## config.mk

```make
export PLATFORM = sky130hd
export DESIGN_NAME = forth_stack_engine
export DESIGN_NICKNAME = d
export VERILOG_FILES = /design/src/rtl/forth_pkg.sv /design/src/rtl/forth_decode.sv /design/src/rtl/forth_alu.sv /design/src/rtl/forth_stack.sv /design/src/rtl/forth_stack_engine.sv
export SDC_FILE = /design/constraint.sdc
export NUM_CORES = 1
export LEC_CHECK = 0
export BUFFER_PORTS_ARGS = -buffer_cell sky130_fd_sc_hd__buf_2
export CORE_MARGIN = 5
export CORE_UTILIZATION = 55
export CTS_BUF_LIST = sky130_fd_sc_hd__clkbuf_16
export DETAILED_ROUTE_END_ITERATION = 8
export PLACE_DENSITY = 0.78
export SYNTH_ARGS = -nofsm -noshare
export SYNTH_HDL_FRONTEND = slang
export SYNTH_HIERARCHICAL = 1
export SYNTH_SLANG_ARGS = --single-unit
```

## constraint.sdc

```tcl
create_clock -name clk -period 12.3 [get_ports clk]
set_clock_uncertainty 0.05 [all_clocks]
set_input_delay 0.615 -clock clk [delete_from_list [all_inputs] [get_ports clk]]
set_output_delay 0.615 -clock clk [all_outputs]
set_load 0.01 [all_outputs]
```

## src/rtl/forth_pkg.sv

```systemverilog
package forth_pkg;

    typedef enum logic [4:0] {
        OP_ABORT  = 5'b00001,
        OP_DUP    = 5'b00101,
        OP_OVER   = 5'b00111,
        OP_SWAP   = 5'b01000,
        OP_TO_R   = 5'b01001,
        OP_FROM_R = 5'b01011,
        OP_COPY_R = 5'b01100,
        OP_DROP   = 5'b01101,
        OP_ROT    = 5'b01110,
        OP_EQ     = 5'b01111,
        OP_ZEQ    = 5'b10000,
        OP_GT     = 5'b10001,
        OP_LT     = 5'b10011,
        OP_PLUS   = 5'b10111,
        OP_MINUS  = 5'b11000
    } op_e;

    typedef enum logic [2:0] {
        ERR_NONE   = 3'd0,
        ERR_DS_OVF = 3'd1,
        ERR_DS_UNF = 3'd2,
        ERR_RS_OVF = 3'd3,
        ERR_RS_UNF = 3'd4,
        ERR_BAD_OP = 3'd5
    } err_e;

    typedef enum logic {
        ST_IDLE,
        ST_ACK
    } fsm_e;

    // Per-opcode requirements and stack motion
    typedef struct packed {
        logic       legal;
        logic       abort;
        logic [1:0] need_d;
        logic       need_r;
        logic       d_grow;
        logic       d_shrink;
        logic       r_grow;
        logic       r_shrink;
        logic       alu;
    } dec_t;

endpackage

```

## src/rtl/forth_decode.sv

```systemverilog
module forth_decode
    import forth_pkg::*;
(
    input  op_e  op,
    output dec_t dec
);
    always_comb begin
        dec = '0;
        dec.legal = 1'b1;
        unique case (op)
            OP_ABORT:  dec.abort = 1'b1;
            OP_DUP:    begin dec.need_d = 2'd1; dec.d_grow = 1'b1; end
            OP_OVER:   begin dec.need_d = 2'd2; dec.d_grow = 1'b1; end
            OP_SWAP:   dec.need_d = 2'd2;
            OP_ROT:    dec.need_d = 2'd3;
            OP_DROP:   begin dec.need_d = 2'd1; dec.d_shrink = 1'b1; end
            OP_TO_R:   begin
                dec.need_d   = 2'd1;
                dec.d_shrink = 1'b1;
                dec.r_grow   = 1'b1;
            end
            OP_FROM_R: begin
                dec.need_r   = 1'b1;
                dec.d_grow   = 1'b1;
                dec.r_shrink = 1'b1;
            end
            OP_COPY_R: begin dec.need_r = 1'b1; dec.d_grow = 1'b1; end
            OP_EQ, OP_GT, OP_LT, OP_PLUS, OP_MINUS: begin
                dec.need_d   = 2'd2;
                dec.d_shrink = 1'b1;
                dec.alu      = 1'b1;
            end
            OP_ZEQ:    begin dec.need_d = 2'd1; dec.alu = 1'b1; end
            default:   dec.legal = 1'b0;
        endcase
    end
endmodule

```

## src/rtl/forth_alu.sv

```systemverilog
module forth_alu
    import forth_pkg::*;
#(
    parameter int W = 16
) (
    input  op_e          op,
    input  logic [W-1:0] top,
    input  logic [W-1:0] sec,
    output logic [W-1:0] res
);
    localparam logic [W-1:0] FLAG_T = {W{1'b1}};
    localparam logic [W-1:0] FLAG_F = '0;

    always_comb begin
        unique case (op)
            OP_PLUS:  res = sec + top;
            OP_MINUS: res = sec - top;
            OP_EQ:    res = (sec == top) ? FLAG_T : FLAG_F;
            OP_ZEQ:   res = (top == '0) ? FLAG_T : FLAG_F;
            OP_GT:    res = ($signed(sec) > $signed(top)) ? FLAG_T : FLAG_F;
            OP_LT:    res = ($signed(sec) < $signed(top)) ? FLAG_T : FLAG_F;
            default:  res = FLAG_F;
        endcase
    end
endmodule

```

## src/rtl/forth_stack.sv

```systemverilog
module forth_stack #(
    parameter int W     = 16,
    parameter int DEPTH = 16,
    parameter int TAPS  = 3,
    parameter int PW    = $clog2(DEPTH + 1),
    parameter int AW    = $clog2(DEPTH)
) (
    input  logic            clk,
    input  logic            rst,
    input  logic            clr,
    input  logic            upd,
    input  logic [PW-1:0]   nxt_ptr,
    input  logic [TAPS-1:0] we,
    input  logic [TAPS*W-1:0] wd,
    output logic [TAPS*W-1:0] rd,
    output logic [PW-1:0]   ptr
);
    logic [W-1:0] mem [DEPTH];

    // Pointer names the next free slot
    always_ff @(posedge clk) begin
        if (rst || clr) begin
            ptr <= '0;
        end else if (upd) begin
            ptr <= nxt_ptr;
        end
    end

    // Tap k writes the slot k below the new top
    always_ff @(posedge clk) begin
        for (int i = 0; i < DEPTH; i++) begin
            for (int k = TAPS - 1; k >= 0; k--) begin
                if (!rst && !clr && we[k] && nxt_ptr == PW'(i + k + 1)) begin
                    mem[i] <= wd[k*W +: W];
                end
            end
        end
    end

    for (genvar k = 0; k < TAPS; k++) begin : g_tap
        assign rd[k*W +: W] = (ptr > PW'(k)) ? mem[AW'(ptr - PW'(k + 1))] : '0;
    end

    a_r8_ptr_bound: assert property (@(posedge clk) disable iff (rst)
        ptr <= PW'(DEPTH));

    a_r7_clear_empties: assert property (@(posedge clk) disable iff (rst)
        clr |=> (ptr == '0));
endmodule

```

## src/rtl/forth_stack_engine.sv

```systemverilog
module forth_stack_engine
    import forth_pkg::*;
#(
    parameter int DATA_W = 16,
    parameter int DEPTH  = 16,
    localparam int PW    = $clog2(DEPTH + 1),
    localparam int OP_W  = 5
) (
    input  logic              clk,
    input  logic              rst,
    input  logic              op_valid,
    input  logic [OP_W-1:0]   op_code,
    input  logic              lit_valid,
    input  logic [DATA_W-1:0] lit_data,
    output logic [DATA_W-1:0] tos,
    output logic [DATA_W-1:0] nos,
    output logic [PW-1:0]     ds_depth,
    output logic [PW-1:0]     rs_depth,
    output logic              op_done,
    output logic [DATA_W-1:0] err_code
);
    localparam int DS_TAPS = 3;
    localparam int RS_TAPS = 1;

    op_e  op_sel;
    dec_t dec;
    fsm_e st_q, st_d;
    logic [2:0] err_q, err_d;
    logic accept;

    logic ds_clr, ds_upd, rs_clr, rs_upd;
    logic [PW-1:0] ds_nxt, rs_nxt;
    logic [DS_TAPS-1:0] ds_we;
    logic [RS_TAPS-1:0] rs_we;
    logic [DS_TAPS*DATA_W-1:0] ds_wd, ds_rd;
    logic [RS_TAPS*DATA_W-1:0] rs_wd, rs_rd;
    logic [DATA_W-1:0] ds_t0, ds_t1, ds_t2, rs_t0, alu_res;
    logic uf_d, uf_r, of_d, of_r;

    assign op_sel = op_e'(op_code);
    assign accept = op_valid || lit_valid;

    forth_decode u_decode (.op(op_sel), .dec(dec));

    assign ds_t0 = ds_rd[0*DATA_W +: DATA_W];
    assign ds_t1 = ds_rd[1*DATA_W +: DATA_W];
    assign ds_t2 = ds_rd[2*DATA_W +: DATA_W];
    assign rs_t0 = rs_rd[DATA_W-1:0];

    forth_alu #(.W(DATA_W)) u_alu (
        .op(op_sel), .top(ds_t0), .sec(ds_t1), .res(alu_res)
    );

    forth_stack #(.W(DATA_W), .DEPTH(DEPTH), .TAPS(DS_TAPS)) u_dstack (
        .clk(clk), .rst(rst), .clr(ds_clr), .upd(ds_upd), .nxt_ptr(ds_nxt),
        .we(ds_we), .wd(ds_wd), .rd(ds_rd), .ptr(ds_depth)
    );

    forth_stack #(.W(DATA_W), .DEPTH(DEPTH), .TAPS(RS_TAPS)) u_rstack (
        .clk(clk), .rst(rst), .clr(rs_clr), .upd(rs_upd), .nxt_ptr(rs_nxt),
        .we(rs_we), .wd(rs_wd), .rd(rs_rd), .ptr(rs_depth)
    );

    // Operand and room checks, ahead of any change
    assign uf_d = ds_depth < PW'(dec.need_d);
    assign uf_r = dec.need_r && (rs_depth == '0);
    assign of_d = dec.d_grow && (ds_depth == PW'(DEPTH));
    assign of_r = dec.r_grow && (rs_depth == PW'(DEPTH));

    always_comb begin
        ds_clr = 1'b0;  rs_clr = 1'b0;
        ds_upd = 1'b0;  rs_upd = 1'b0;
        ds_nxt = ds_depth;
        rs_nxt = rs_depth;
        ds_we  = '0;    rs_we  = '0;
        ds_wd  = '0;    rs_wd  = '0;
        err_d  = err_q;
        if (op_valid) begin
            if (!dec.legal) begin
                err_d = ERR_BAD_OP;
            end else if (dec.abort) begin
                ds_clr = 1'b1; rs_clr = 1'b1; err_d = ERR_NONE;
            end else if (uf_d) begin
                ds_clr = 1'b1; rs_clr = 1'b1; err_d = ERR_DS_UNF;
            end else if (uf_r) begin
                ds_clr = 1'b1; rs_clr = 1'b1; err_d = ERR_RS_UNF;
            end else if (of_d) begin
                ds_clr = 1'b1; rs_clr = 1'b1; err_d = ERR_DS_OVF;
            end else if (of_r) begin
                ds_clr = 1'b1; rs_clr = 1'b1; err_d = ERR_RS_OVF;
            end else begin
                ds_upd = 1'b1;
                rs_upd = 1'b1;
                ds_nxt = ds_depth + PW'(dec.d_grow) - PW'(dec.d_shrink);
                rs_nxt = rs_depth + PW'(dec.r_grow) - PW'(dec.r_shrink);
                unique case (op_sel)
                    OP_DUP:  begin ds_we = 3'b001; ds_wd[DATA_W-1:0] = ds_t0; end
                    OP_OVER: begin ds_we = 3'b001; ds_wd[DATA_W-1:0] = ds_t1; end
                    OP_SWAP: begin
                        ds_we = 3'b011;
                        ds_wd[0*DATA_W +: DATA_W] = ds_t1;
                        ds_wd[1*DATA_W +: DATA_W] = ds_t0;
                    end
                    OP_ROT: begin
                        ds_we = 3'b111;
                        ds_wd[0*DATA_W +: DATA_W] = ds_t2;
                        ds_wd[1*DATA_W +: DATA_W] = ds_t0;
                        ds_wd[2*DATA_W +: DATA_W] = ds_t1;
                    end
                    OP_TO_R: begin rs_we = 1'b1; rs_wd = ds_t0; end
                    OP_FROM_R, OP_COPY_R: begin
                        ds_we = 3'b001; ds_wd[DATA_W-1:0] = rs_t0;
                    end
                    default: begin
                        if (dec.alu) begin
                            ds_we = 3'b001;
                            ds_wd[DATA_W-1:0] = alu_res;
                        end
                    end
                endcase
            end
        end else if (lit_valid) begin
            if (ds_depth == PW'(DEPTH)) begin
                ds_clr = 1'b1; rs_clr = 1'b1; err_d = ERR_DS_OVF;
            end else begin
                ds_upd = 1'b1;
                ds_nxt = ds_depth + PW'(1);
                ds_we  = 3'b001;
                ds_wd[DATA_W-1:0] = lit_data;
            end
        end
    end

    // State register
    always_ff @(posedge clk) begin
        if (rst) begin
            st_q  <= ST_IDLE;
            err_q <= ERR_NONE;
        end else begin
            st_q  <= st_d;
            err_q <= err_d;
        end
    end

    always_comb begin
        unique case (st_q)
            ST_IDLE: st_d = accept ? ST_ACK : ST_IDLE;
            ST_ACK:  st_d = accept ? ST_ACK : ST_IDLE;
        endcase
    end

    // Outputs
    always_comb begin
        op_done  = (st_q == ST_ACK);
        tos      = ds_t0;
        nos      = ds_t1;
        err_code = DATA_W'(err_q);
    end

    a_r12_done_follows: assert property (@(posedge clk) disable iff (rst)
        accept |=> op_done);

    a_r12_done_quiet: assert property (@(posedge clk) disable iff (rst)
        !accept |=> !op_done);

    a_r9_abort_clears: assert property (@(posedge clk) disable iff (rst)
        (op_valid && op_code == OP_ABORT) |=>
            (ds_depth == '0 && rs_depth == '0 && err_code == '0));

    a_r10_invalid_keeps: assert property (@(posedge clk) disable iff (rst)
        (op_valid && !dec.legal) |=>
            (err_code == DATA_W'(5) && $stable(ds_depth) && $stable(rs_depth)));

    a_r11_err_sticky: assert property (@(posedge clk) disable iff (rst)
        !accept |=> $stable(err_code));

    a_r8_lit_overflow: assert property (@(posedge clk) disable iff (rst)
        (lit_valid && !op_valid && ds_depth == PW'(DEPTH)) |=>
            (err_code == DATA_W'(1) && ds_depth == '0 && rs_depth == '0));

    a_r13_op_priority: assert property (@(posedge clk) disable iff (rst)
        (op_valid && lit_valid && op_code == OP_DROP && ds_depth != '0) |=>
            (ds_depth == $past(ds_depth) - PW'(1)));
endmodule

```

**Word level (Yosys, flattened, before mapping)**

Memory sizes are Yosys's and may differ from the RTL's.
Index checks and enable logic that the tools add are counted.

- $add $sub $neg: 11
- $lt $le $gt $ge: 7
- Equality and inequality tests: 53
- Muxes and demuxes: 347
- Bitwise gates (word level): 32
- Reduce and logical (&&, ||, !) cells: 118

Operators with widths:

| operator | number |
|---|---|
| $mux W16 | 82 |
| $reduce_or A16 Y1 | 28 |
| $mux W48 | 6 |
| $mux W1 | 194 |
| $eq A5 B4 Y1 const B | 23 |
| $mux W4 | 28 |
| $pmux W16 S6 | 1 |
| $mux W5 | 16 |
| $pmux W16 S5 | 1 |
| $logic_and A1 B1 Y1 | 72 |
| $eq A5 B5 Y1 const B | 11 |
| $eq A5 B3 Y1 const B | 10 |
| $mux W3 | 16 |
| $mux W32 | 1 |
| $or A1 B1 Y1 | 32 |
| $eq A5 B2 Y1 const B | 4 |
| $add A16 B16 Y16 | 1 |
| $eq A16 B16 Y1 | 1 |
| $gt A16 B16 Y1 | 1 |
| $logic_not A16 Y1 | 1 |
| $lt A16 B16 Y1 | 1 |
| $sub A16 B16 Y16 | 1 |
| $eq A5 B1 Y1 const B | 3 |
| $gt A5 B1 Y1 const B | 3 |
| other kinds (20) | 31 |

- Register bits: 14
- Memory bits (writable): 512
- Input port bits: 25
- Output and inout bits: 59
- Memories kept: 2

Memories:

| memory | depth | bits a word | rd ports | clocked after memory_dff | write ports | RTL line | RTL |
|---|---|---|---|---|---|---|---|
| u_dstack.mem | 16 | 16 | 3 | 0 | 3 | forth_stack.sv:18 | `logic [W-1:0] mem [DEPTH];` |
| u_rstack.mem | 16 | 16 | 1 | 0 | 1 | forth_stack.sv:18 |  |

**Longest topological paths before layout**

- Word-level depth: 32
- Mapped depth: 28

**Cells and area by module**

The synthesis kept the hierarchy.

Modules (own cells, without submodules):

| module | instances | cells an instance | area an instance (µm²) |
|---|---|---|---|
| forth_stack (u_dstack) | 1 | 1,712 | 19,648.8 |
| forth_stack (u_rstack) | 1 | 464 | 10,099.7 |
| forth_stack_engine | 1 | 311 | 2,284.7 |
| forth_alu | 1 | 277 | 1,836.8 |
| forth_decode | 1 | 43 | 317.8 |

**Worst setup path before layout**

Ideal clock, no wire load.

- Path kind: reg-to-reg
- Start point: register u_dstack.ptr[1]
- End point: memory u_dstack.mem[0][13] (data pin)
- Library setup time: 270 ps
- Data arrival time: 5,877 ps
- Setup slack: 6,103 ps
- Stages on the path, launching flop included: 24
- Buffers on the path: 5
- Period minus slack after synthesis: 6,197 ps
- Cells stage by stage: dfxtp_1 -> buf_2 -> buf_4 -> inv_1 -> ha_1 -> xnor2_1 -> buf_6 -> mux4_2 -> o22ai_1 -> inv_1 -> ha_1 -> or3_1 -> o21a_1 -> a221o_1 -> a221o_1 -> a21oi_2 -> mux2i_1 -> nand3_2 -> a32oi_1 -> o21ai_1 -> buf_1 -> clkbuf_1 -> nor2_1 -> a21oi_1

RTL lines:

| item | RTL line | RTL |
|---|---|---|
| start, declared | forth_stack.sv:16 | `output logic [PW-1:0] ptr` |
| start signal, assigned | forth_stack.sv:25 | `ptr <= nxt_ptr;` |
| end, declared | forth_stack.sv:18 |  |

==> run summary <==
The setup TNS came out at 0 ns. The number of distinct library cells after synthesis came out at about 110. The number of hold-repair buffers added at the cts stage came out at 0. The number of buffer cells added on primary ports is 70. The multi-input combinational cells in the finished layout cover a total of 0.0170 mm2. The layout has approximately 4.7k filler cells. The number of enable-type register cells in the synthesized netlist is slightly above 500. The largest stage delay on the critical path is a little over 0.8 ns. The worst register-to-register path ends at u_dstack/mem[7][8]$_DFFE_PP_. Once the clock tree was built, the setup fixing pass inserted 0 buffers. Counting every sink on the clock net gives 526. The mean routed wirelength per cell is ~32 um. The largest net degree at the start of global routing is 65.

The final hold violation count came to 0. The required time of the critical path is around 13 ns. The total power divided by cell area came out at 111 mW/mm2.

The top layer used by detailed routing is met5. The number of synthesized register bits is 526. The number of design-rule violations left by the first detailed-router iteration came out at about 4.4k. The number of standard cells after synthesis is around 2.8k. The total length of routed met2 wires is around 52000 um. The overall power of the completed layout came out at around 4.1 mW.

The H-tree depth came out at 2. The total standard cell area after synthesis came out at 0.0342 mm2. The share of synthesized flip-flops with an asynchronous set or reset is 0.

The via count is around 27k. For this run, the detailed router's first-pass iteration total came to 7. The clock root buffer master is sky130_fd_sc_hd__clkbuf_16. The via count of the first global-routing pass is between 20k and 30k.

The time the worst path needs with I/O delays and setup is around 8.2 ns. The average via count per standard cell came out at about 7.3. The cell depth of the worst hold path came out at 3. The slew at the pin closest to its max-slew limit is between 1 and 1.5 ns. The routed length on met3 is ~15000 um.

The leakage component of the power is ~14 nW. The worst setup path is launched from a flop. Setup repair after global routing left no endpoint under its margin. The core outline area came out at 0.0616 mm2. In the final design database the tool counted approximately 2.8k nets. The number of antenna violations at the first check in global routing came out at 4.

The clock insertion delay at the later pin of the skew report came out at between 0.6 and 0.7 ns. The final-report max-slew violation count is 0. The number of standard-cell rows in the floorplan came out at 91. The routability congestion estimate is between 0.9 and 1. The longest clock path from root to sink contains 3 buffers. The layout cell share with drive strength beyond 1 is 0.199. The detailed router put a total of ~37000 um of wire on met1. Counting cells, the worst reg-to-reg path comes to 19.

STA classifies the critical path endpoint as a flop. The total overflow left after global routing is 0. The top achievable clock speed is about 120 MHz. The top fanout value on the critical path came out at 51. In the routed design, unresolved DRC markers number 0.

The count of antenna-violating nets left after detailed routing is 0. In this run the count of I/O pins placed on the die edge is 84. For this configuration, the core starts out at a cell density of 0.555. The sequential area share after synthesis is 0.458. Across the VDD grid, the largest voltage drop is around 120 uV. In the synthesized netlist the dominant register cell turns out to be sky130_fd_sc_hd__edfxtp_1.

The area enclosed by the die boundary is between 0.06 and 0.07 mm2. The routed design has 115000 um of wire. The die is roughly 260 um tall. The min-delay analysis places its worst path in the category primary input to flop. The average instance in the mapped netlist occupies 12.2 um2. Leaving out fill and tap cells, the most frequent cell in the layout is sky130_fd_sc_hd__edfxtp_1. The floorplan die width is between 200 and 300 um. The critical path data arrival time is 8.51 ns. The post-CTS clock slew at the launch and capture registers of the worst setup and hold paths is 0.06 ns.

The global-route wire length before repair came out at 166000 um. The worst slew margin relative to its limit is 0.0817. The total routing resource utilization after global routing is 0.330. Once the clock tree was built, the resizer swapped 0 gates to a different size. The worst hold path terminates at op_done$_SDFF_PP0_. The startpoint identified for the worst hold timing path is lit_valid. In the final layout, flip-flops and latches occupy roughly 0.016 mm2.

Once detailed placement completed, the half-perimeter wirelength came to 70000 um. The slowest stage of the critical path belongs to the cell sky130_fd_sc_hd__buf_4. The number of buffers created by CTS is 55. The Yosys warning count came out at 6. The register-to-register path setup slack is around 4 ns. By startpoint and endpoint, the worst setup path is classified as flop to flop.

The combined buffer and inverter count along the critical path is 3. Setup violations remaining at the end of the flow were counted as 0. TritonCTS built the clock tree. The flow ran to the end, and the final reports show no timing, DRC or antenna violations. In this run the critical register-to-register path is launched from u_dstack/ptr[0]$_SDFFE_PP0P_.

The number of max-cap violations is 0. Leaving out fill and tap cells, the most frequent cells in the layout are sky130_fd_sc_hd__edfxtp_1, sky130_fd_sc_hd__mux2i_1, sky130_fd_sc_hd__nor2_1. The kind of cell with the highest combined delay on the critical path is compound AO/OA/AOI/OAI gates.

The synthesis-to-layout area growth is 7.43%. The post-route fraction of the period consumed by the critical path is 0.666. Walking the worst path, the cells encountered are buf_4, buf_4, mux2i_1, mux4_2, o22ai_1, inv_1, ha_1, a21o_1, a211oi_1, nor3_1, o31ai_1, a31oi_1, a21o_1, a21oi_2, o21ai_0, a32oi_1, o21ai_1, nor2_1, a21oi_1.
## cell type report
cell class | count | area share
inverter | 66 | 0.00675
clock buffer | 55 | 0.0375
multi-input combinational | 1931 | 0.463
sequential | 526 | 0.426
clock inverter | 46 | 0.0106
antenna | 3 | 0.000204
timing repair buffer | 157 | 0.0273
tap | 837 | 0.0285
## worst min-delay path, delay by kind of cell
| kind | cells | cell delay, ns |
|---|---|---|
| buffers and inverters | 1 | 0.15 |
| and+or+nand+nor | 2 | 0.13 |
## registers in the layout, indices dropped and copies added, names as in the netlist
name	cells
u_dstack/mem	256
op_done	1
err_q	3
u_rstack/mem	256
u_rstack/ptr	5
u_dstack/ptr	5
## metrics by stage
step / setup WS [ns] / util / cell area, um2 / hold slack, ns / cells
after floorplan: 6.10 / - / 34200 / 0.438 / 2819
after global placement: 4.75 / 0.567 / 34900 / 0.425 / 3516
after detailed placement: 4.56 / 0.567 / 34900 / 0.439 / 3516
after CTS: 4.56 / 0.596 / 36700 / 0.244 / 3617
after global routing: 3.86 / 0.596 / 36700 / 0.290 / 3618
final: 4.11 / 0.596 / 36700 / 0.267 / 3621
## worst max path at each step
| stage | from | to | slack, ns | depth (start not counted) |
|---|---|---|---|---|
| CTS | u_dstack/ptr[0]$_SDFFE_PP0P_ | u_dstack/mem[7][8]$_DFFE_PP_ | 4.56 | 19 |
| finish | u_dstack/ptr[0]$_SDFFE_PP0P_ | u_dstack/mem[7][8]$_DFFE_PP_ | 4.11 | 19 |
| global placement | u_dstack/ptr[0]$_SDFFE_PP0P_ | u_dstack/mem[8][15]$_DFFE_PP_ | 4.75 | 19 |
| detailed placement | u_dstack/ptr[0]$_SDFFE_PP0P_ | u_dstack/mem[4][15]$_DFFE_PP_ | 4.56 | 19 |
| floorplan | u_dstack/ptr[1]$_SDFFE_PP0P_ | u_dstack/mem[0][13]$_DFFE_PP_ | 6.10 | 23 |
| global route | u_dstack/ptr[0]$_SDFFE_PP0P_ | u_dstack/mem[5][8]$_DFFE_PP_ | 3.86 | 19 |
## metal layers
layer  global-route usage  vias up
li1                     -    10700
met1                0.391    12800
met2                0.525     2266
met3               0.0896      688
met4                0.231        2
met5                    0        -
## synthesized netlist by cell type, drive strengths merged (4+ instances only)
| cell | instances | area (um2) |
|---|---|---|
| nor3b | 15 | 154 |
| a32oi | 31 | 272 |
| a222oi | 16 | 160 |
| and2 | 56 | 350 |
| fa | 4 | 80.1 |
| nor2b | 15 | 101 |
| o21bai | 6 | 45.0 |
| buf | 144 | 985 |
| and2b | 4 | 32.5 |
| a31oi | 15 | 93.8 |
| o221ai | 15 | 131 |
| nand3b | 4 | 30.0 |
| nand3 | 52 | 283 |
| nand2 | 168 | 633 |
| nor4b | 7 | 110 |
| xnor2 | 7 | 61.3 |
| mux4 | 227 | 5120 |
| o21a | 4 | 30.0 |
| a22oi | 16 | 120 |
| nand4 | 7 | 43.8 |
| a221oi | 11 | 96.3 |
| o31ai | 5 | 42.5 |
| xor2 | 6 | 78.8 |
| a21o | 14 | 105 |
| nor3 | 18 | 111 |
| dfxtp | 14 | 280 |
| or3 | 5 | 31.3 |
| mux2i | 372 | 3720 |
| clkbuf | 152 | 578 |
| o22ai | 62 | 388 |
| nor2 | 236 | 888 |
| a21oi | 203 | 1040 |
| a211oi | 5 | 37.5 |
| ha | 58 | 726 |
| inv | 66 | 248 |
| and3 | 17 | 106 |
| o21ai | 147 | 739 |
| edfxtp | 512 | 15400 |
| a21boi | 18 | 135 |
| nand2b | 19 | 119 |
| nor4 | 6 | 52.6 |
## report_power, final
group	switching (mW)	internal, mW	total (mW)
sequential	0.00746	1.94	1.95
clock	0.729	0.924	1.65
combinational	0.316	0.166	0.482
total	1.05	3.03	4.09
## logic make-up (layout without fill, tap and decap cells)
kind of cell    count (synthesis)  in the layout  synth area share
compound gates                600            600             0.110
xor+xnor                       13             13           0.00410
mux                           601            601             0.259
simple gates                  641            641            0.0922
buf+inv                       362            324            0.0530
other cells                     1             16          0.000110
fa+ha+maj                      63             63            0.0239
flops                         526            526             0.458
No activity file was read; power rests on OpenSTA's default activity.
